**config.mk**
```make
export PLATFORM = sky130hd
export DESIGN_NAME = crc_desc_engine
export DESIGN_NICKNAME = d
export VERILOG_FILES = /design/src/rtl/crc_eng_pkg.sv /design/src/rtl/crc32c_byte.sv /design/src/rtl/desc_check.sv /design/src/rtl/crc_desc_engine.sv
export SDC_FILE = /design/constraint.sdc
export NUM_CORES = 1
export LEC_CHECK = 0
export ABC_AREA = 1
export BUFFER_PORTS_ARGS = -buffer_cell sky130_fd_sc_hd__buf_2
export CORE_AREA = 2 2 128 142
export CTS_CLUSTER_SIZE = 10
export DETAILED_ROUTE_END_ITERATION = 12
export DIE_AREA = 0 0 130 144
export HOLD_SLACK_MARGIN = 0.06
export PLACE_DENSITY = 0.93
export SLEW_MARGIN = 20
export SYNTH_ARGS = -nofsm -noshare
export SYNTH_HDL_FRONTEND = slang
export SYNTH_SLANG_ARGS = --single-unit
```
**constraint.sdc**
```tcl
create_clock -name clk_i -period 3.01 [get_ports clk_i]
set_input_delay 0.1505 -clock clk_i [delete_from_list [all_inputs] [get_ports clk_i]]
set_output_delay 0.1505 -clock clk_i [all_outputs]
set_load 0.005 [all_outputs]
```
**src/rtl/crc_eng_pkg.sv**
```systemverilog
package crc_eng_pkg;
  localparam int unsigned CRC_W     = 32;
  localparam logic [31:0] CRC_POLY  = 32'h82F63B78;
  localparam logic [31:0] CRC_INIT  = 32'hFFFFFFFF;
  localparam logic [31:0] CRC_XOUT  = 32'hFFFFFFFF;

  typedef enum logic [2:0] {
    ST_IDLE, ST_DATA, ST_TRAIL, ST_APPEND, ST_DONE
  } state_e;

  typedef struct packed {
    logic use_seed;
    logic store;
    logic test;
    logic inl;
    logic copy;
  } mode_t;
endpackage

```
**src/rtl/crc32c_byte.sv**
```systemverilog
module crc32c_byte #(
  parameter logic [31:0] POLY = crc_eng_pkg::CRC_POLY
) (
  input  logic [31:0] crc_i,
  input  logic [7:0]  byte_i,
  output logic [31:0] crc_o
);
  always_comb begin
    logic [31:0] c;
    c = crc_i ^ {24'd0, byte_i};
    for (int b = 0; b < 8; b++) begin
      c = c[0] ? ((c >> 1) ^ POLY) : (c >> 1);
    end
    crc_o = c;
  end
endmodule

```
**src/rtl/desc_check.sv**
```systemverilog
module desc_check #(
  parameter int unsigned ADDR_W    = 64,
  parameter int unsigned ADDR_HI_W = 24
) (
  input  crc_eng_pkg::mode_t mode_i,
  input  logic [ADDR_W-1:0]  src_i,
  input  logic [ADDR_W-1:0]  dst_i,
  input  logic [ADDR_W-1:0]  res_i,
  output logic               reject_o
);
  localparam int unsigned LO = ADDR_W - ADDR_HI_W;

  logic src_bad, dst_bad, res_bad, mode_bad;

  assign src_bad  = |src_i[ADDR_W-1:LO];
  assign dst_bad  = mode_i.copy & (|dst_i[ADDR_W-1:LO]);
  assign res_bad  = ~mode_i.inl & (|res_i[ADDR_W-1:LO]);
  assign mode_bad = (mode_i.store & mode_i.test) |
                    (mode_i.inl & ~mode_i.store & ~mode_i.test);
  assign reject_o = src_bad | dst_bad | res_bad | mode_bad;
endmodule

```
**src/rtl/crc_desc_engine.sv**
```systemverilog
module crc_desc_engine
  import crc_eng_pkg::*;
#(
  parameter int unsigned LEN_W     = 16,
  parameter int unsigned ADDR_W    = 64,
  parameter int unsigned ADDR_HI_W = 24
) (
  input  logic              clk_i,
  input  logic              rst_ni,
  input  logic              desc_valid_i,
  output logic              desc_ready_o,
  input  logic [LEN_W-1:0]  desc_len_i,
  input  logic [31:0]       desc_seed_i,
  input  logic              desc_use_seed_i,
  input  logic              desc_store_i,
  input  logic              desc_test_i,
  input  logic              desc_inline_i,
  input  logic              desc_copy_i,
  input  logic [ADDR_W-1:0] desc_src_addr_i,
  input  logic [ADDR_W-1:0] desc_dst_addr_i,
  input  logic [ADDR_W-1:0] desc_res_addr_i,
  input  logic [31:0]       desc_expect_i,
  input  logic              in_valid_i,
  input  logic [7:0]        in_data_i,
  output logic              in_ready_o,
  output logic              out_valid_o,
  output logic [7:0]        out_data_o,
  input  logic              out_ready_i,
  output logic              res_valid_o,
  output logic [31:0]       res_data_o,
  output logic              done_o,
  output logic              err_mismatch_o,
  output logic              err_reject_o
);
  state_e            state_q;
  mode_t             mode_q, mode_in;
  logic [LEN_W-1:0]  len_q, cnt_q;
  logic [31:0]       crc_q, crc_step, fin;
  logic [31:0]       exp_q;
  logic [1:0]        tail_q;
  logic              fresh_q, rej_q, reject;
  logic              desc_fire, in_fire, out_fire, last_beat;

  assign mode_in = '{use_seed: desc_use_seed_i, store: desc_store_i,
                     test: desc_test_i, inl: desc_inline_i, copy: desc_copy_i};

  desc_check #(.ADDR_W(ADDR_W), .ADDR_HI_W(ADDR_HI_W)) u_check (
    .mode_i   (mode_in),
    .src_i    (desc_src_addr_i),
    .dst_i    (desc_dst_addr_i),
    .res_i    (desc_res_addr_i),
    .reject_o (reject)
  );

  crc32c_byte #(.POLY(CRC_POLY)) u_step (
    .crc_i  (crc_q),
    .byte_i (in_data_i),
    .crc_o  (crc_step)
  );

  function automatic state_e after_data(mode_t m);
    if (m.test && m.inl)       return ST_TRAIL;
    else if (m.store && m.inl) return ST_APPEND;
    else                       return ST_DONE;
  endfunction

  assign fin          = crc_q ^ CRC_XOUT;
  assign desc_ready_o = (state_q == ST_IDLE);
  assign desc_fire    = desc_valid_i & desc_ready_o;

  always_comb begin
    in_ready_o  = 1'b0;
    out_valid_o = 1'b0;
    out_data_o  = in_data_i;
    unique case (state_q)
      ST_DATA: begin
        in_ready_o  = mode_q.copy ? out_ready_i : 1'b1;
        out_valid_o = in_valid_i & mode_q.copy;
      end
      ST_TRAIL:  in_ready_o = 1'b1;
      ST_APPEND: begin
        out_valid_o = 1'b1;
        out_data_o  = fin[8*tail_q +: 8];
      end
      default: ;
    endcase
  end

  assign in_fire   = in_valid_i & in_ready_o;
  assign out_fire  = out_valid_o & out_ready_i;
  assign last_beat = ((cnt_q + LEN_W'(1)) == len_q);

  assign done_o         = (state_q == ST_DONE);
  assign err_reject_o   = done_o & rej_q;
  assign res_valid_o    = done_o & ~rej_q & mode_q.store & ~mode_q.inl;
  assign res_data_o     = fin;
  assign err_mismatch_o = done_o & ~rej_q & mode_q.test & (fin != exp_q);

  always_ff @(posedge clk_i or negedge rst_ni) begin
    if (!rst_ni) begin
      state_q <= ST_IDLE;
      mode_q  <= '0;
      len_q   <= '0;
      cnt_q   <= '0;
      crc_q   <= CRC_INIT;
      exp_q   <= '0;
      tail_q  <= '0;
      fresh_q <= 1'b1;
      rej_q   <= 1'b0;
    end else begin
      unique case (state_q)
        ST_IDLE: if (desc_fire) begin
          rej_q <= reject;
          if (reject) begin
            state_q <= ST_DONE;
          end else begin
            mode_q <= mode_in;
            len_q  <= desc_len_i;
            cnt_q  <= '0;
            tail_q <= '0;
            exp_q  <= desc_expect_i;
            if (desc_use_seed_i) crc_q <= desc_seed_i;
            else if (fresh_q)    crc_q <= CRC_INIT;
            state_q <= (desc_len_i == '0) ? after_data(mode_in) : ST_DATA;
          end
        end
        ST_DATA: if (in_fire) begin
          crc_q <= crc_step;
          cnt_q <= cnt_q + LEN_W'(1);
          if (last_beat) state_q <= after_data(mode_q);
        end
        ST_TRAIL: if (in_fire) begin
          exp_q[8*tail_q +: 8] <= in_data_i;
          tail_q <= tail_q + 2'd1;
          if (tail_q == 2'd3) state_q <= ST_DONE;
        end
        ST_APPEND: if (out_fire) begin
          tail_q <= tail_q + 2'd1;
          if (tail_q == 2'd3) state_q <= ST_DONE;
        end
        ST_DONE: begin
          if (!rej_q) fresh_q <= mode_q.store | mode_q.test;
          state_q <= ST_IDLE;
        end
        default: state_q <= ST_IDLE;
      endcase
    end
  end
endmodule

```
== Yosys cells after proc, flatten, opt, wreduce, memory -nomap -nowiden ==
Cells that the tools add are included.

* Register bits: 107
* Output and inout bits: 47
* Logic and storage cells: 133
* Bits of input ports: 290

* Mux-type cells: 45
* Shift-type cells: 3
* Bitwise gates (word level): 36
* Eq/ne operators: 14
* Add/subtract/negate cells: 3
* Reduce and logical (&&, ||, !) cells: 20

{| class="wikitable"
|+ Operator list
! cell !! count
|-
| 2-to-1 mux 32 bit || 16
|-
| inverter 16 -> 17 bit || 8
|-
| one-hot mux 32 bit (2 select lines) || 2
|-
| OR reduction 24 bit || 3
|-
| 2-to-1 mux 16 bit || 3
|-
| 2-to-1 mux 3 bit || 12
|-
| negator 5 -> 34 bit || 1
|-
| variable shift 8 x 34 -> 32 bit (first input constant) || 1
|-
| indexed part select 8 x 34 -> 32 bit || 1
|-
| bitwise mux 32 bit || 1
|-
| inequality test 32 bit || 1
|-
| inverter 32 bit || 1
|-
| one-hot mux 16 bit (2 select lines) || 1
|-
| indexed part select 32 x 6 -> 8 bit || 1
|-
| bitwise XOR 32 x 8 -> 32 bit || 1
|-
| adder 16 x 1 -> 16 bit (second input constant) || 1
|-
| == test 16 bit || 1
|-
| zero test 16 bit || 1
|-
| bitwise AND 1 bit || 15
|-
| AND reduction 5 bit || 3
|-
| one-hot mux 3 bit (4 select lines) || 1
|-
| inequality test 2 bit (second input constant) || 5
|-
| 2-to-1 mux 2 bit || 4
|-
| 2-to-1 mux 8 bit || 1
|-
| other kinds (19) || 36
|}

== Depth between registers and ports, before layout ==
* Depth after elaboration: 19
* Gate-level depth with buffers: 16
* Mapped depth without buffers: 16

== By module ==
From an unflattened synthesis, not the netlist that was laid out.

* Cell total of the unflattened synthesis: 1262
* Area total of the unflattened synthesis: 8500.7 um^2

{| class="wikitable"
|+ Modules (own cells, without submodules)
! module !! cells an instance !! instances !! area each (um^2)
|-
| crc_desc_engine || 908 || 1 || 6668.9
|-
| crc32c_byte || 278 || 1 || 1541.5
|-
| desc_check || 76 || 1 || 290.3
|}

== Worst setup path before layout ==
OpenSTA, ideal clock, no wires.

* Path kind: reg-to-reg
* Start point: register tail_q[1]
* End point: register exp_q[0]
* Required time: 2927 ps
* Stages on the path, launching flop included: 9
* Path buffers: 1
* Slack: 838 ps
* Period minus slack after synthesis: 2172 ps
* Arrival: 2089 ps
* Path through: dfrtp_1 > clkbuf_1 > clkinv_1 > ha_1 > nor3_1 > nand3_1 > nand2_1 > nand2_1 > o21ai_0

* Word-level cells in the longest chain between the ends: 5
* Elaborated cells between the ends (all ways): 6

{| class="wikitable"
|+ Ends and longest elaborated chain
! element !! RTL line !! RTL
|-
| start, declared || crc_desc_engine.sv:40 || <nowiki>logic [1:0] tail_q;</nowiki>
|-
| start signal, assigned || crc_desc_engine.sv:134 || <nowiki>tail_q <= tail_q + 2'd1;</nowiki>
|-
| start signal, assigned || crc_desc_engine.sv:138 || <nowiki>tail_q <= tail_q + 2'd1;</nowiki>
|-
| negator 5 -> 34 bit (*) || crc_desc_engine.sv:133 || <nowiki>exp_q[8*tail_q +: 8] <= in_data_i;</nowiki>
|-
| indexed part select 8 x 34 -> 32 bit / variable shift 8 x 34 -> 32 bit (equally long branches) || crc_desc_engine.sv:133 ||
|-
| bitwise mux 32 bit (*) || crc_desc_engine.sv:133 ||
|-
| 2-to-1 mux 32 bit (*) || crc_desc_engine.sv:132 || <nowiki>ST_TRAIL: if (in_fire) begin</nowiki>
|-
| one-hot mux 32 bit (2 select lines) (*) || crc_desc_engine.sv:111 || <nowiki>unique case (state_q)</nowiki>
|-
| end signal, assigned || crc_desc_engine.sv:121 || <nowiki>exp_q <= desc_expect_i;</nowiki>
|-
| end signal, assigned by index || crc_desc_engine.sv:133 ||
|-
| end, declared || crc_desc_engine.sv:39 || <nowiki>logic [31:0] exp_q;</nowiki>
|}

Every way passes the cells marked *; elsewhere a longest branch is shown, timed or not. The select of a mux whose other input is x is not followed.
A chain may end at the register's enable or synchronous reset.

== Final worst setup path ==
* Start point: register tail_q[1]
* End point: register exp_q[23]

The elaborated chain is that of the path after synthesis.

==> impl_metrics.tcl <==
set metrics [dict create \
    die_area_um2 18700 \
    hp-class "input port to flop" \
    synth.area.top_cells "dfrtp_1 22%, nand2_1 19%, dfstp_2 10%" \
    synth.most_common_cell "nand2_1" \
    grt.overflow.total 0 \
    cts_tree "yes" \
    grt_max_degree 85 \
    syn_nets 1618 \
    rsz0062_at_grt "false" \
    first_iter_violations 1013 \
    crit_top_cell "o21ai_0" \
    max-vdd-ir-drop_v 0.000418 \
    drive_above_1_share_pct 21.5 \
    cap_viol_max_count 0 \
    cp-startpoint "tail_q[1]$_DFFE_PN0P_" \
    cts_max_level 3 \
    outcome "finished, final reports clean" \
    clock_sinks 107 \
    cts-root-buf "clkbuf_16" \
    r2r_end "exp_q[23]$_DFFE_PN0P_" \
    port_buffers 216 \
    regToRegStartpoint "tail_q[1]$_DFFE_PN0P_" \
    clkTransAtPathRegs_ns 0.07 \
    clock_path_buffers 2 \
    start_util_pct 48.9 \
    intPower_w 0.00435 \
    critPathCaptureType "flop" \
    crit_type "flop to flop" \
    die_w_um 130 \
    reg2reg_slack_ns 0.50 \
    post-route-min-period_ns 2.51 \
    synth_cells 1322 \
    p_sw_w 0.00408 \
    pin_count 337 \
    synthFlopType "dfrtp_1" \
    report.final.slew_viol_count 0 \
    sw_frac_of_total_pct 48.4 \
    die_h_um 144 \
    pwr-share-comb_pct 53.7 \
    synth_warnings 0 \
    syn_to_final_growth_pct 20.7 \
    grtUsageTotal_pct 32.2 \
    antenna_found_initial 0 \
    grt_pass1_wl_mm 46.1 \
    cp_max_fo 13 \
    finalWirelength_mm 29.9 \
    finalHoldViolations 0 \
    worstPathArrival_ns 2.77 \
    power.density_nw_per_um2 819 \
    netlist_top_cells_count "434 x nand2_1, 136 x nor2_1, 131 x inv_1, 125 x o21ai_0, 88 x nand3_1" \
    via_per_inst 5.49 \
    min_from "desc_seed_i[31]" \
    crit_path_end "exp_q[23]$_DFFE_PN0P_" \
    path_cells "clkinv_1 > ha_1 > inv_1 > nand4_1 > o21ai_0 > nand2_1 > o21ai_0" \
    grt_pass1_vias 8778 \
    ant_nets 0 \
    ys_types 49 \
    post_cts_resize_count 0 \
    async_flop_share_pct 100 \
    synth_area_leader_cell "dfrtp_1" \
    avgRoutedWirePerCell_um 16.8 \
    cellLeakagePower_nw 5.27 \
    required_ns 3.27 \
    synth-edff-count 0 \
    holdWs_ns 0.0824 \
    gp_congestion 1.05 \
    core_um2 17400 \
    ys_ff_latch 107 \
    max_slew_margin_pct 52.5 \
    numPlacedInstances 1749 \
    p_clk_share_pct 14.6 \
    p_seq_share_pct 31.7 \
    hpwl_mm 23.2 \
    stdcell_count 1782 \
    synth_top_area_share_pct 21.7 \
    fmax_ghz 0.398 \
    setup_viol 0 \
    start_kind "flop" \
    drtPass1Iterations 5 \
    tns_ns 0 \
    max_slew.worst_pin.slew_ns 0.712 \
    drc 0 \
    cts_buffers 9 \
    slowest_stage "dfrtp_1" \
    ff2ff_path_depth 7 \
    synth_seq_area_share_pct 31.9 \
    nets 1835 \
    syn-cell-area_um2 8530 \
    finalPower_w 0.00843 \
    period_share_pct 83.5 \
    avgSynthCellArea_um2 6.45 \
    rows 51 \
    fin_skew_ns 0.00963 \
    diodes 0 \
    clock_latency_ns 0.36 \
    slowest_delay_ns 0.69 \
    vias 9790 \
]
[timing repair]
action	CTS	global route
endpoints found under the setup margin	0	0
endpoints found under the hold margin	39	0
buffers inserted	0	0
hold buffers	17	0
[worst min path at each step]
stage,end,slack (ns),depth (start not counted)
floorplan,cnt_q[0]$_DFFE_PN0P_,-0.15,0
global placement,exp_q[21]$_DFFE_PN0P_,0.07,1
global route,len_q[12]$_DFFE_PN0P_,0.08,3
CTS,len_q[12]$_DFFE_PN0P_,0.07,3
detailed placement,exp_q[21]$_DFFE_PN0P_,0.08,1
finish,crc_q[31]$_DFFE_PN1P_,0.08,3
[power by group through the flow]
stage	Sequential, W	Clock, W	Combinational [W]
after floorplan	0.00236	0	0.00330
after global placement	0.00265	0	0.00430
after detailed placement	0.00267	0	0.00442
after CTS	0.00265	0.00124	0.00446
after global routing	0.00269	0.00130	0.00505
final	0.00268	0.00123	0.00452
[sequential cells by signal, summed over array words and instances, names as in the netlist]
name	count
cnt_q	16
crc_q	32
exp_q	32
fresh_q	1
len_q	16
mode_q	4
rej_q	1
state_q	3
tail_q	2
[metal layers]
| metal | wire [um] | up-vias | global-route usage, % |
|---|---|---|---|
| met5 | 0 | - | 0 |
| met4 | 1580 | 0 | 16.4 |
| met3 | 2340 | 96 | 3.59 |
| met2 | 14300 | 536 | 55.1 |
| met1 | 11600 | 4469 | 40.2 |
| li1 | - | 4689 | - |
[cell usage in the layout, fill, tap and decap left out, drive strengths merged, types with 2 or more instances in the layout]
cell	netlist	layout
nand3b	7	7
nand4	21	21
dlygate4sd3	0	17
a21boi	7	7
o211ai	2	2
nor4	8	8
a31oi	9	9
dfstp	33	33
xor2	35	35
o22ai	10	10
nor3	10	10
inv	142	143
a21oi	29	29
ha	6	6
xnor2	30	30
buf	14	227
dfrtp	74	74
o21ai	144	144
clkinv	1	2
o31ai	10	10
nor2	143	143
or2	2	2
nand3	92	92
nand2	463	463
clkbuf	24	11
clkinvlp	0	2
[metrics by stage]
stage               setup slack, ns  cell area (um^2)  utilization [%]
floorplan                     0.838              8530                -
finish                        0.496             10300             59.1
global route                  0.305             10300             59.1
detailed placement            0.649              9830             56.4
CTS                           0.600             10300             59.1
global placement              0.706              9830             56.4
[worst max-delay path, delay by kind of cell (launching register included)]
family	cells	cell delay, ns
buffers and inverters	2	0.63
adders and majority gates	1	0.37
and+or+nand+nor	2	0.34
DFF	1	0.69
AOI/OAI and AO/OA	2	0.38
[cell type report]
| cell class | count | area (um^2) |
|---|---|---|
| inverter | 143 | 537 |
| clock buffer | 11 | 233 |
| tap | 238 | 298 |
| timing repair buffer | 244 | 1350 |
| multi-input combinational | 1034 | 5100 |
| clock inverter | 5 | 62.6 |
| sequential | 107 | 2720 |
| fill | 1624 | 7130 |
[cell families after synthesis]
family / count (synthesis) / share of synthesized area, %
AO/OA/AOI/OAI: 215 / 14.0
XOR/XNOR: 66 / 6.94
adder cells (fa/ha/maj): 6 / 0.880
buffers and inverters: 181 / 8.33
flip-flops: 107 / 31.9
AND/OR/NAND/NOR: 747 / 38.0
No activity file was read; power rests on OpenSTA's default activity.
